$ cat src/rtl/rr_irq_pkg.sv
package rr_irq_pkg;
  localparam int unsigned WORD_W = 32;

  // stored word index of a source: higher source words live at lower addresses
  function automatic int unsigned phys_word(int unsigned src, int unsigned n_words);
    return (src / WORD_W) ^ (n_words - 1);
  endfunction
endpackage

$ cat src/rtl/rr_irq_mask_bank.sv
module rr_irq_mask_bank
  import rr_irq_pkg::*;
#(
  parameter int unsigned NUM_SRC = 64,
  parameter int unsigned NUM_CPU = 2,
  localparam int unsigned IDX_W  = $clog2(NUM_SRC),
  localparam int unsigned NW     = NUM_SRC / WORD_W
) (
  input  logic                              clk_i,
  input  logic                              rst_ni,
  input  logic [NUM_CPU-1:0]                cpu_online_i,
  input  logic                              op_valid_i,
  input  logic                              op_unmask_i,
  input  logic [IDX_W-1:0]                  op_src_i,
  input  logic                              op_aff_valid_i,
  input  logic [NUM_CPU-1:0]                op_aff_i,
  output logic [NUM_CPU-1:0][NUM_SRC-1:0]   mask_phys_o
);
  logic [IDX_W-1:0] pos;

  always_comb begin
    pos = IDX_W'(phys_word(32'(op_src_i), NW) * WORD_W + (32'(op_src_i) % WORD_W));
  end

  for (genvar c = 0; c < NUM_CPU; c++) begin : g_cpu
    logic en;
    logic [NUM_SRC-1:0] mask_q;

    assign en = cpu_online_i[c] & (~op_aff_valid_i | op_aff_i[c]);

    always_ff @(posedge clk_i or negedge rst_ni) begin
      if (!rst_ni) begin
        mask_q <= '0;
      end else if (op_valid_i) begin
        mask_q[pos] <= op_unmask_i & en;
      end
    end

    assign mask_phys_o[c] = mask_q;
  end
endmodule

$ cat src/rtl/rr_irq_pick.sv
module rr_irq_pick #(
  parameter int unsigned NUM_SRC = 64,
  localparam int unsigned IDX_W  = $clog2(NUM_SRC)
) (
  input  logic               clk_i,
  input  logic               rst_ni,
  input  logic               disp_i,
  input  logic [NUM_SRC-1:0] pend_i,
  output logic               hit_o,
  output logic [IDX_W-1:0]   idx_o,
  output logic [IDX_W-1:0]   ptr_o
);
  logic [2*NUM_SRC-1:0] dbl;
  logic [NUM_SRC-1:0]   rot;
  logic                 found;
  logic [IDX_W-1:0]     off, sel;
  logic [IDX_W-1:0]     ptr_q, idx_q;
  logic                 hit_q;

  assign dbl = {pend_i, pend_i};
  assign rot = NUM_SRC'(dbl >> ptr_q);

  // lowest set bit of the rotated vector = first pending at or after ptr
  always_comb begin
    found = 1'b0;
    off   = '0;
    for (int i = NUM_SRC - 1; i >= 0; i--) begin
      if (rot[i]) begin
        found = 1'b1;
        off   = IDX_W'(i);
      end
    end
    sel = ptr_q + off;
  end

  always_ff @(posedge clk_i or negedge rst_ni) begin
    if (!rst_ni) begin
      ptr_q <= '0;
      idx_q <= '0;
      hit_q <= 1'b0;
    end else begin
      hit_q <= disp_i & found;
      if (disp_i && found) begin
        idx_q <= sel;
        ptr_q <= sel + IDX_W'(1);
      end
    end
  end

  assign hit_o = hit_q;
  assign idx_o = idx_q;
  assign ptr_o = ptr_q;
endmodule

$ cat src/rtl/rr_irq_remap.sv
module rr_irq_remap #(
  parameter int unsigned IDX_W     = 6,
  parameter int unsigned EXT_START = 8,
  parameter int unsigned EXT_END   = 11
) (
  input  logic             cascade_en_i,
  input  logic             hit_i,
  input  logic [IDX_W-1:0] idx_i,
  output logic             ext_o,
  output logic [IDX_W-1:0] id_o
);
  logic in_win;

  assign in_win = (32'(idx_i) >= EXT_START) && (32'(idx_i) <= EXT_END);
  assign ext_o  = hit_i & cascade_en_i & in_win;

  always_comb begin
    if (!hit_i)     id_o = '0;
    else if (ext_o) id_o = idx_i - IDX_W'(EXT_START);
    else            id_o = idx_i;
  end
endmodule

$ cat src/rtl/rr_irq_sel.sv
module rr_irq_sel
  import rr_irq_pkg::*;
#(
  parameter int unsigned NUM_SRC   = 64,
  parameter int unsigned NUM_CPU   = 2,
  parameter int unsigned EXT_START = 8,
  parameter int unsigned EXT_END   = 11,
  localparam int unsigned IDX_W    = $clog2(NUM_SRC),
  localparam int unsigned NW       = NUM_SRC / WORD_W,
  localparam int unsigned CPU_W    = (NUM_CPU > 1) ? $clog2(NUM_CPU) : 1,
  localparam int unsigned WSEL_W   = (NW > 1) ? $clog2(NW) : 1
) (
  input  logic                              clk_i,
  input  logic                              rst_ni,
  input  logic [NUM_CPU-1:0]                cpu_online_i,
  input  logic                              cascade_en_i,
  input  logic [NUM_CPU-1:0][NUM_SRC-1:0]   status_i,
  input  logic [NUM_CPU-1:0]                disp_i,
  input  logic                              op_valid_i,
  input  logic                              op_unmask_i,
  input  logic [IDX_W-1:0]                  op_src_i,
  input  logic                              op_aff_valid_i,
  input  logic [NUM_CPU-1:0]                op_aff_i,
  input  logic [CPU_W-1:0]                  mask_rd_cpu_i,
  input  logic [WSEL_W-1:0]                 mask_rd_word_i,
  output logic [WORD_W-1:0]                 mask_rd_data_o,
  output logic [NUM_CPU-1:0]                res_valid_o,
  output logic [NUM_CPU-1:0]                res_ext_o,
  output logic [NUM_CPU-1:0][IDX_W-1:0]     res_id_o
);
  logic [NUM_CPU-1:0][NUM_SRC-1:0] mask_phys_w, mask_log_w, stat_log_w;
  logic [NUM_CPU-1:0][IDX_W-1:0]   ptr_w, raw_w;

  rr_irq_mask_bank #(.NUM_SRC(NUM_SRC), .NUM_CPU(NUM_CPU)) u_bank (
    .clk_i          (clk_i),
    .rst_ni         (rst_ni),
    .cpu_online_i   (cpu_online_i),
    .op_valid_i     (op_valid_i),
    .op_unmask_i    (op_unmask_i),
    .op_src_i       (op_src_i),
    .op_aff_valid_i (op_aff_valid_i),
    .op_aff_i       (op_aff_i),
    .mask_phys_o    (mask_phys_w)
  );

  for (genvar c = 0; c < NUM_CPU; c++) begin : g_cpu
    for (genvar w = 0; w < NW; w++) begin : g_word
      localparam int unsigned PW = w ^ (NW - 1);
      assign mask_log_w[c][w*WORD_W +: WORD_W] = mask_phys_w[c][PW*WORD_W +: WORD_W];
      assign stat_log_w[c][w*WORD_W +: WORD_W] = status_i[c][PW*WORD_W +: WORD_W];
    end

    rr_irq_pick #(.NUM_SRC(NUM_SRC)) u_pick (
      .clk_i  (clk_i),
      .rst_ni (rst_ni),
      .disp_i (disp_i[c]),
      .pend_i (stat_log_w[c] & mask_log_w[c]),
      .hit_o  (res_valid_o[c]),
      .idx_o  (raw_w[c]),
      .ptr_o  (ptr_w[c])
    );

    rr_irq_remap #(.IDX_W(IDX_W), .EXT_START(EXT_START), .EXT_END(EXT_END)) u_remap (
      .cascade_en_i (cascade_en_i),
      .hit_i        (res_valid_o[c]),
      .idx_i        (raw_w[c]),
      .ext_o        (res_ext_o[c]),
      .id_o         (res_id_o[c])
    );
  end

  always_comb begin
    mask_rd_data_o = '0;
    for (int c = 0; c < NUM_CPU; c++) begin
      for (int w = 0; w < NW; w++) begin
        if (CPU_W'(c) == mask_rd_cpu_i && WSEL_W'(w) == mask_rd_word_i)
          mask_rd_data_o = mask_phys_w[c][w*WORD_W +: WORD_W];
      end
    end
  end
endmodule

$ cat config.mk
export PLATFORM = sky130hd
export DESIGN_NAME = rr_irq_sel
export DESIGN_NICKNAME = d
export VERILOG_FILES = /design/src/rtl/rr_irq_pkg.sv /design/src/rtl/rr_irq_mask_bank.sv /design/src/rtl/rr_irq_pick.sv /design/src/rtl/rr_irq_remap.sv /design/src/rtl/rr_irq_sel.sv
export SDC_FILE = /design/constraint.sdc
export NUM_CORES = 1
export LEC_CHECK = 0
export BUFFER_PORTS_ARGS = -buffer_cell sky130_fd_sc_hd__buf_2
export CAP_MARGIN = 20
export CORE_ASPECT_RATIO = 1.75
export CORE_MARGIN = 2
export CORE_UTILIZATION = 45
export CTS_CLUSTER_DIAMETER = 120
export DETAILED_ROUTE_END_ITERATION = 12
export PLACE_DENSITY = 0.66
export SLEW_MARGIN = 40
export SYNTH_ARGS = -nofsm -noshare
export SYNTH_HDL_FRONTEND = slang
export SYNTH_SLANG_ARGS = --single-unit
$ cat constraint.sdc
create_clock -name clk_i -period 13.7 [get_ports clk_i]
set_input_delay 0.685 -clock clk_i [delete_from_list [all_inputs] [get_ports clk_i]]
set_output_delay 0.685 -clock clk_i [all_outputs]
set_load 0.05 [all_outputs]
==> flow_summary.toml, run 1 <==
[run_status]
status = "did not finish"
haltStage = "5_1_grt"
toolErrorMsg = "[ERROR GRT-0116] Global routing finished with congestion. Check the congestion regions in the DRC Viewer."

[logic_synthesis]
synth_area_per_cell_sq_um = 10.3
ys_seq_elements = 154
yosys.area_share.simple_pct = 17.6
syn-cell-area_sq_um = 25400
synth_edf_count = 0
synth_xor_xnor_area_share_pct = 0.586
synth-main-ff-cell = "dfrtp_1"
seq_area_frac_synth_pct = 15.2
synth_compound_area_share_pct = 13.3
synthAdderAreaFrac_pct = 0.847
yosys_warnings = 0
syn_inst = 2471
ys_types = 96
postSynthNetCount = 2635
synthArstFlopShare_pct = 100
synth_top_family_by_area = "multiplexers"
synthMuxAreaShare_pct = 47.9

[place]
dpl.hpwl_mm = 127
place_congestion = 1.20
io_buffers = 195

[floorplanning]
ios = 196
die_x_microns = 184
die_h_microns = 318
initial_core_util_pct = 45.4
rows = 115

[global_route]
grt-ovfl-total = 532
grt_pass1_wl_mm = 289
grt_max_degree = 89
grt_pass1_vias = 32317
grt.total_usage_pct = 67.7

[clocking]
cts_resized = 0
cts_setup_buffers = 0
cts_root_buf = "clkbuf_16"
ctsHtreeMaxLevel = 4
clock-sinks = 154
cts.hold.buffers_added = 0
clockBufferDepth = 3
cts_buffers = 25
[Yosys cell counts, types with 15 or more instances]
library cell / number / area share [%]
a21oi_1: 55 / 1.1
dfrtp_1: 154 / 15
buf_2: 59 / 1.2
nand4_1: 27 / 0.66
mux2_2: 184 / 8.2
clkbuf_1: 71 / 1.0
a211oi_1: 33 / 0.98
nand4b_1: 20 / 0.69
nor3_1: 45 / 0.89
a31oi_1: 18 / 0.44
nor2_1: 164 / 2.4
buf_1: 27 / 0.40
nand2_1: 278 / 4.1
buf_4: 28 / 0.83
mux2i_1: 129 / 5.1
a22oi_1: 15 / 0.44
mux4_2: 385 / 34
nor2b_1: 20 / 0.49
nor4_1: 20 / 0.49
inv_1: 26 / 0.38
o32ai_1: 17 / 0.59
o22ai_1: 44 / 1.1
a21o_1: 19 / 0.56
o211ai_1: 32 / 0.95
and2_1: 142 / 3.5
o21ai_0: 70 / 1.4
nand3_1: 41 / 0.81
[metal layers]
metal	track usage, %	GRT overflow
met2	90.7	318
met1	65.4	1
met4	69.0	206
met3	46.6	7
met5	10.6	0
[metrics by stage]
| step | instances | setup slack, ns | cell area (sq um) | utilization, % |
|---|---|---|---|---|
| detailed placement | 3222 | 6.36 | 26800 | 47.9 |
| global placement | 3222 | 6.34 | 26700 | 47.7 |
| floorplan | 2471 | 8.08 | 25400 | - |
| CTS | 3255 | 6.35 | 27500 | 49.1 |
[cell families after synthesis]
kind of cell | count (synthesis)
flops | 154
xor+xnor | 17
mux | 708
compound gates | 471
fa+ha+maj | 16
simple gates | 873
buf+inv | 232
==> run 2: changes to the inputs <==
Settings changed: CORE_ASPECT_RATIO 1.75 to default, CORE_UTILIZATION 45 to 30, CTS_CLUSTER_DIAMETER 120 to default, PLACE_DENSITY 0.66 to default, PLACE_DENSITY_LB_ADDON from default to 0.15.
==> flow_summary.toml, run 2 <==
[place]
dp_slack_ns = 6.61
dpl.hpwl_mm = 104
io_buffers = 195
dpl-instance-area_sq_um = 27100
place_congestion = 0.998

[sta]
min_period_ns = 7.11
holdWs_ns = 0.0609
fin_skew_ns = 0.0211
setup_viol = 0
hold_viol = 0
fin_ws_ns = 6.59
slew_headroom_pct = 42.7
worst_slew_pin_slew_ns = 0.851
fmax_mhz = 141
fin_setup_tns_ns = 0
rsz0062_at_grt = "false"
fin_crit_sh_pct = 51.9
final_max_slew_viol_count = 0

[cells_and_area]
post-route-cell-area_sq_um = 27800
largest-register = "u_bank.g_cpu.mask_q"
fillers = 8599
layout.nets = 2689
syn_to_final_growth_pct = 9.49
final_common_cell = "mux4_2"
final_cell_mix = "385 x mux4_2, 278 x nand2_1, 193 x buf_2, 184 x mux2_2, 163 x nor2_1"
multi_input_area_sq_um = 20500
seq_area_sq_um = 3870
drive_gt1_share_pct = 35.2
largest_reg_flops = 128

[clocking]
cts_buffers = 17
cts.clk_slew.worst_paths_ns = 0.09
clock_latency_ns = 0.46
cts_tree = "built"
cts_root_buf = "clkbuf_16"
ctsHtreeMaxLevel = 4
cts.hold.buffers_added = 0
cts_setup_buffers = 0
clock-sinks = 154
cts_resized = 0
clockBufferDepth = 2

[global_route]
grt_max_degree = 100
grt.total_usage_pct = 29.6
antenna_found_initial = 12
grt_pass1_vias = 24013
grt_pass1_wl_mm = 185
grt-ovfl-total = 0

[detailed_routing]
vias = 24697
dr.pass1.iters = 6
wl_met1_mm = 54.1
drtIter0Drc = 3449
top_layer = "met5"
wl_mm = 130
wl_met2_mm = 56.7
route.detailed.drc = 0
post_drt_wl_per_cell_microns = 35.3
routed_via_density = 6.71
antenna_left = 0
dr_wl_met3_mm = 12.9

[power]
clkPwrFrac_pct = 8.5
leakagePower_nw = 10.2
pwr-share-seq_pct = 11.6
total_power_mw = 5.94
powerDensity_nw_per_um2 = 214
intPower_mw = 2.65
swShare_pct = 55.5
vdd_ir_drop_max_mv = 0.187
power.switching_mw = 3.30
combPwrFrac_pct = 79.9

[critical_path]
cp_cell_sequence = "inv_4 -> buf_6 -> mux4_2 -> mux4_2 -> mux4_2 -> o221a_1 -> o211a_1 -> a21boi_0 -> or4b_1 -> a31oi_1 -> o31ai_1 -> ha_1 -> fa_1 -> a21o_1 -> a21oi_1 -> xnor2_1 -> nand3_1 -> xnor2_1 -> mux2i_1 -> a22oi_1"
crit_end = "g_cpu[1].u_pick.ptr_o[5]"
r2r_start = "g_cpu[1].u_pick.ptr_o[1]"
path_common_cell = "mux4_2"
crit_path_max_incr_delay_ns = 0.73
reg2reg_slack_ns = 6.59
rr_worst_depth = 20
cp_slowest_cell = "dfrtp_4"
end_kind = "flip-flop"
setup.worst_path.start_class = "flip-flop"
cp_num_buf_inv = 2
crit_fanout = 58
arrival_ns = 7.40
path_depth = 20
cp.required_ns = 13.99
critPathTopFamily = "multiplexers"
crit_path_start = "g_cpu[1].u_pick.ptr_o[1]"
r2r-end = "g_cpu[1].u_pick.ptr_o[5]"
criticalPathCategory = "flip-flop to flip-flop"

[logic_synthesis]
postSynthNetCount = 2635
ys_seq_elements = 154
synth-main-ff-cell = "dfrtp_1"
ys_types = 96
seq_area_frac_synth_pct = 15.2
ys_top_cells_by_area = "mux4_2 34%, dfrtp_1 15%, mux2_2 8.2%, mux2i_1 5.1%, nand2_1 4.1%"
synth_top_area_cell = "mux4_2"
yosys_warnings = 0
synthTopCellsByCount = "385 x mux4_2, 278 x nand2_1, 184 x mux2_2, 164 x nor2_1, 154 x dfrtp_1"
syn-cell-area_sq_um = 25400
synth_area_per_cell_sq_um = 10.3
yosysMostFrequentCell = "mux4_2"
synthArstFlopShare_pct = 100
synth_edf_count = 0
synth_top_area_share_pct = 34.1
syn_inst = 2471

[floorplanning]
ios = 196
initial_core_util_pct = 30.4
die_x_microns = 295
dieArea_sq_um = 87000
die_h_microns = 295
coreArea_sq_um = 83700
rows = 106

[run_status]
status = "completed"

[job]
max-cap-violations = 0

[min_path]
hold_path.class = "primary input to asynchronous set/reset pin"
[run 2: cell counts after synthesis]
No cell type changed its count.
[run 2: worst register-to-register path: cells and delay by family, from the launching register on]
family,cells,cell delay (ns)
and+or+nand+nor,2,0.66
buffers and inverters,2,1.09
DFF,1,0.73
adders and majority gates,2,0.67
muxes,4,1.98
xor gates and xnor gates,2,0.42
AOI/OAI and AO/OA,8,1.40
[run 2: logic make-up (layout without fill, tap and decap cells)]
group           count (synthesis)  in the layout  share of synthesized area, %
simple gates                  873            873                          17.6
mux                           708            708                          47.9
compound gates                471            471                          13.3
buf+inv                       232            299                          4.53
flops                         154            154                          15.2
xor+xnor                       17             17                         0.586
fa+ha+maj                      16             16                         0.847
other cells                     0              6                             0
[run 2: how the worst min path moves through the flow]
stage	from	slack [ns]	end
2_1_floorplan	rst_ni	0.39	g_cpu[0].u_pick.hit_o
5_1_grt	rst_ni	0.06	u_bank.g_cpu[0].mask_q[58]
6_report	rst_ni	0.06	u_bank.g_cpu[1].mask_q[52]
4_1_cts	rst_ni	0.28	u_bank.g_cpu[0].mask_q[58]
3_5_place_dp	g_cpu[0].u_pick.idx_o[0]	0.49	g_cpu[0].u_pick.idx_o[0]
3_3_place_gp	g_cpu[0].u_pick.idx_o[0]	0.49	g_cpu[0].u_pick.idx_o[0]
[run 2: power groups by stage]
stage | Combinational, mW | Clock, mW | Sequential [mW]
final | 4.75 | 0.504 | 0.692
after global routing | 5.08 | 0.532 | 0.701
after CTS | 4.67 | 0.515 | 0.690
after detailed placement | 4.64 | 0 | 0.698
after global placement | 4.64 | 0 | 0.697
after floorplan | 3.57 | 0 | 0.577
[run 2: per-layer routing]
| layer | track usage [%] | vias up |
|---|---|---|
| met1 | 40.9 | 12697 |
| met4 | 11.5 | 6 |
| met5 | 0.831 | - |
| met2 | 44.7 | 1621 |
| met3 | 6.97 | 249 |
| li1 | - | 10124 |
[run 2: area by class of cell]
type	count	area share, %
Multi-Input combinational cell	2085	73.5
Sequential cell	154	13.9
Tap cell	1134	5.10
Timing Repair Buffer	233	4.76
Clock buffer	18	1.54
Clock inverter	14	0.571
Inverter	34	0.499
Antenna cell	6	0.0540
[run 2: metrics by stage]
stage	utilization, %	instances
floorplan	-	2471
global placement	32.4	3637
detailed placement	32.4	3637
CTS	33.1	3669
global route	33.2	3672
finish	33.2	3678
Note: power is estimated with default switching activity, not from simulation.
==> run 3: changes to the inputs <==
Clock period 13.7 ns to 6.4 ns, I/O delays scaled along.
==> flow_summary.toml, run 3 (synthesis gave the netlist of run 2 again) <==
[cells_and_area]
largest-register = "u_bank.g_cpu.mask_q"
final_cell_mix = "385 x mux4_2, 278 x nand2_1, 193 x buf_2, 184 x mux2_2, 163 x nor2_1"
post-route-cell-area_sq_um = 28800
fillers = 8485
syn_to_final_growth_pct = 13.3
layout.nets = 2799
final_common_cell = "mux4_2"
drive_gt1_share_pct = 37.8
largest_reg_flops = 128

[floorplanning]
die_x_microns = 295
rows = 106
dieArea_sq_um = 87000
coreArea_sq_um = 83700
ios = 196
initial_core_util_pct = 30.4
die_h_microns = 295

[global_route]
grt.total_usage_pct = 32.0
grt-ovfl-total = 0
grt_max_degree = 97
grt_pass1_wl_mm = 197
antenna_found_initial = 16
grt_pass1_vias = 24713

[min_path]
hold_path.class = "primary input to flip-flop"
min-delay-start = "disp_i[1]"

[job]
max-cap-violations = 0

[clocking]
clock-sinks = 154
cts_setup_buffers = 0
cts_tree = "built"
cts_root_buf = "clkbuf_16"
cts.clk_slew.worst_paths_ns = 0.07
clockBufferDepth = 2
cts_buffers = 17
ctsHtreeMaxLevel = 4
clock_latency_ns = 0.45

[power]
powerDensity_nw_per_um2 = 471
swShare_pct = 54.9
power.switching_mw = 7.44
pwr-share-seq_pct = 10.1
intPower_mw = 6.12
leakagePower_nw = 10.7
combPwrFrac_pct = 82.1
clkPwrFrac_pct = 7.8
vdd_ir_drop_max_mv = 0.276

[sta]
fmax_mhz = 165
fin_crit_sh_pct = 94.9
setup_viol = 0
final_max_slew_viol_count = 0
fin_skew_ns = 0.0152
min_period_ns = 6.08
worst_slew_pin_slew_ns = 0.888
fin_setup_tns_ns = 0
hold_viol = 0
slew_headroom_pct = 40.3
rsz0062_at_grt = "false"

[critical_path]
crit_fanout = 60
path_common_cell = "a21oi_1"
end_kind = "flip-flop"
r2r_start = "g_cpu[1].u_pick.ptr_o[3]"
path_depth = 22
cp_slowest_cell = "mux4_2"
setup.worst_path.start_class = "flip-flop"
cp_cell_sequence = "buf_12 -> buf_12 -> mux4_2 -> mux2i_1 -> o22ai_1 -> a2111oi_2 -> buf_4 -> nor2_1 -> a211o_1 -> a21oi_1 -> nand2_1 -> o31ai_1 -> a21o_1 -> ha_1 -> a21o_1 -> a21oi_1 -> o21bai_1 -> a21oi_1 -> xnor2_1 -> xnor2_1 -> mux2i_1 -> a22oi_1"
cp_num_buf_inv = 3
criticalPathCategory = "flip-flop to flip-flop"
critPathTopFamily = "compound AO/OA/AOI/OAI gates"
r2r-end = "g_cpu[1].u_pick.ptr_o[5]"
crit_path_max_incr_delay_ns = 0.56
rr_worst_depth = 22
crit_end = "g_cpu[1].u_pick.ptr_o[5]"
arrival_ns = 6.37
cp.required_ns = 6.69
crit_path_start = "g_cpu[1].u_pick.ptr_o[3]"
reg2reg_slack_ns = 0.32

[run_status]
status = "completed"

[detailed_routing]
wl_mm = 141
drtIter0Drc = 3648
dr.pass1.iters = 6
route.detailed.drc = 0
routed_via_density = 6.84
post_drt_wl_per_cell_microns = 37.1
antenna_left = 0
vias = 25919

[place]
dpl.hpwl_mm = 115
dpl-instance-area_sq_um = 28100
place_congestion = 0.982
io_buffers = 195
-- run 3: final cells by class --
type	count	area, sq um	share of cell area (%)
multi-input cells	2085	20400	71.0
flip-flops and latches	154	3870	13.5
repair buffers	343	2300	7.99
well taps	1134	1420	4.93
clock buffers	19	443	1.54
inverters	34	141	0.491
clock inverters	12	140	0.487
diodes	8	20.0	0.0696
-- run 3: per-layer routing --
metal | vias to the layer above | global-route usage (%) | wire [microns]
li1 | 10363 | - | -
met1 | 13464 | 44.6 | 57300
met2 | 1823 | 49.9 | 63200
met3 | 257 | 5.74 | 14400
met4 | 12 | 10.7 | 5800
met5 | - | 0 | 65
-- run 3: power groups by stage --
stage / Sequential [mW] / Combinational [mW] / Clock, mW
3_3_place_gp: 1.38 / 10.9 / 0
3_5_place_dp: 1.38 / 10.8 / 0
6_report: 1.37 / 11.1 / 1.06
5_1_grt: 1.38 / 11.8 / 1.12
2_1_floorplan: 1.24 / 7.63 / 0
4_1_cts: 1.36 / 10.9 / 1.07
-- run 3: worst min-delay path by stage --
stage | endpoint | slack [ns] | depth (start not counted)
CTS | g_cpu[1].u_pick.ptr_o[5] | 0.1 | 2
floorplan | g_cpu[0].u_pick.hit_o | 0.02 | 0
detailed placement | g_cpu[1].u_pick.ptr_o[1] | 0.41 | 1
finish | g_cpu[1].u_pick.ptr_o[5] | 0.11 | 2
global placement | u_bank.g_cpu[1].mask_q[17] | 0.49 | 1
global route | g_cpu[1].u_pick.ptr_o[5] | 0.12 | 2
-- run 3: repair_timing --
action,CTS,global route
gates resized for setup,0,5
hold buffers,1,0
endpoints found under the setup margin,0,11
endpoints found under the hold margin,91,0
-- run 3: metrics by stage --
step	util, %	setup slack (ns)	total power [mW]	hold slack (ns)	std cells
floorplan	-	0.776	8.87	0.0244	2471
global placement	33.5	0.0781	12.2	0.492	3746
detailed placement	33.6	0.125	12.2	0.412	3747
CTS	34.3	0.0762	13.3	0.0980	3779
global route	34.4	0.0224	14.3	0.125	3781
finish	34.4	0.325	13.6	0.112	3789
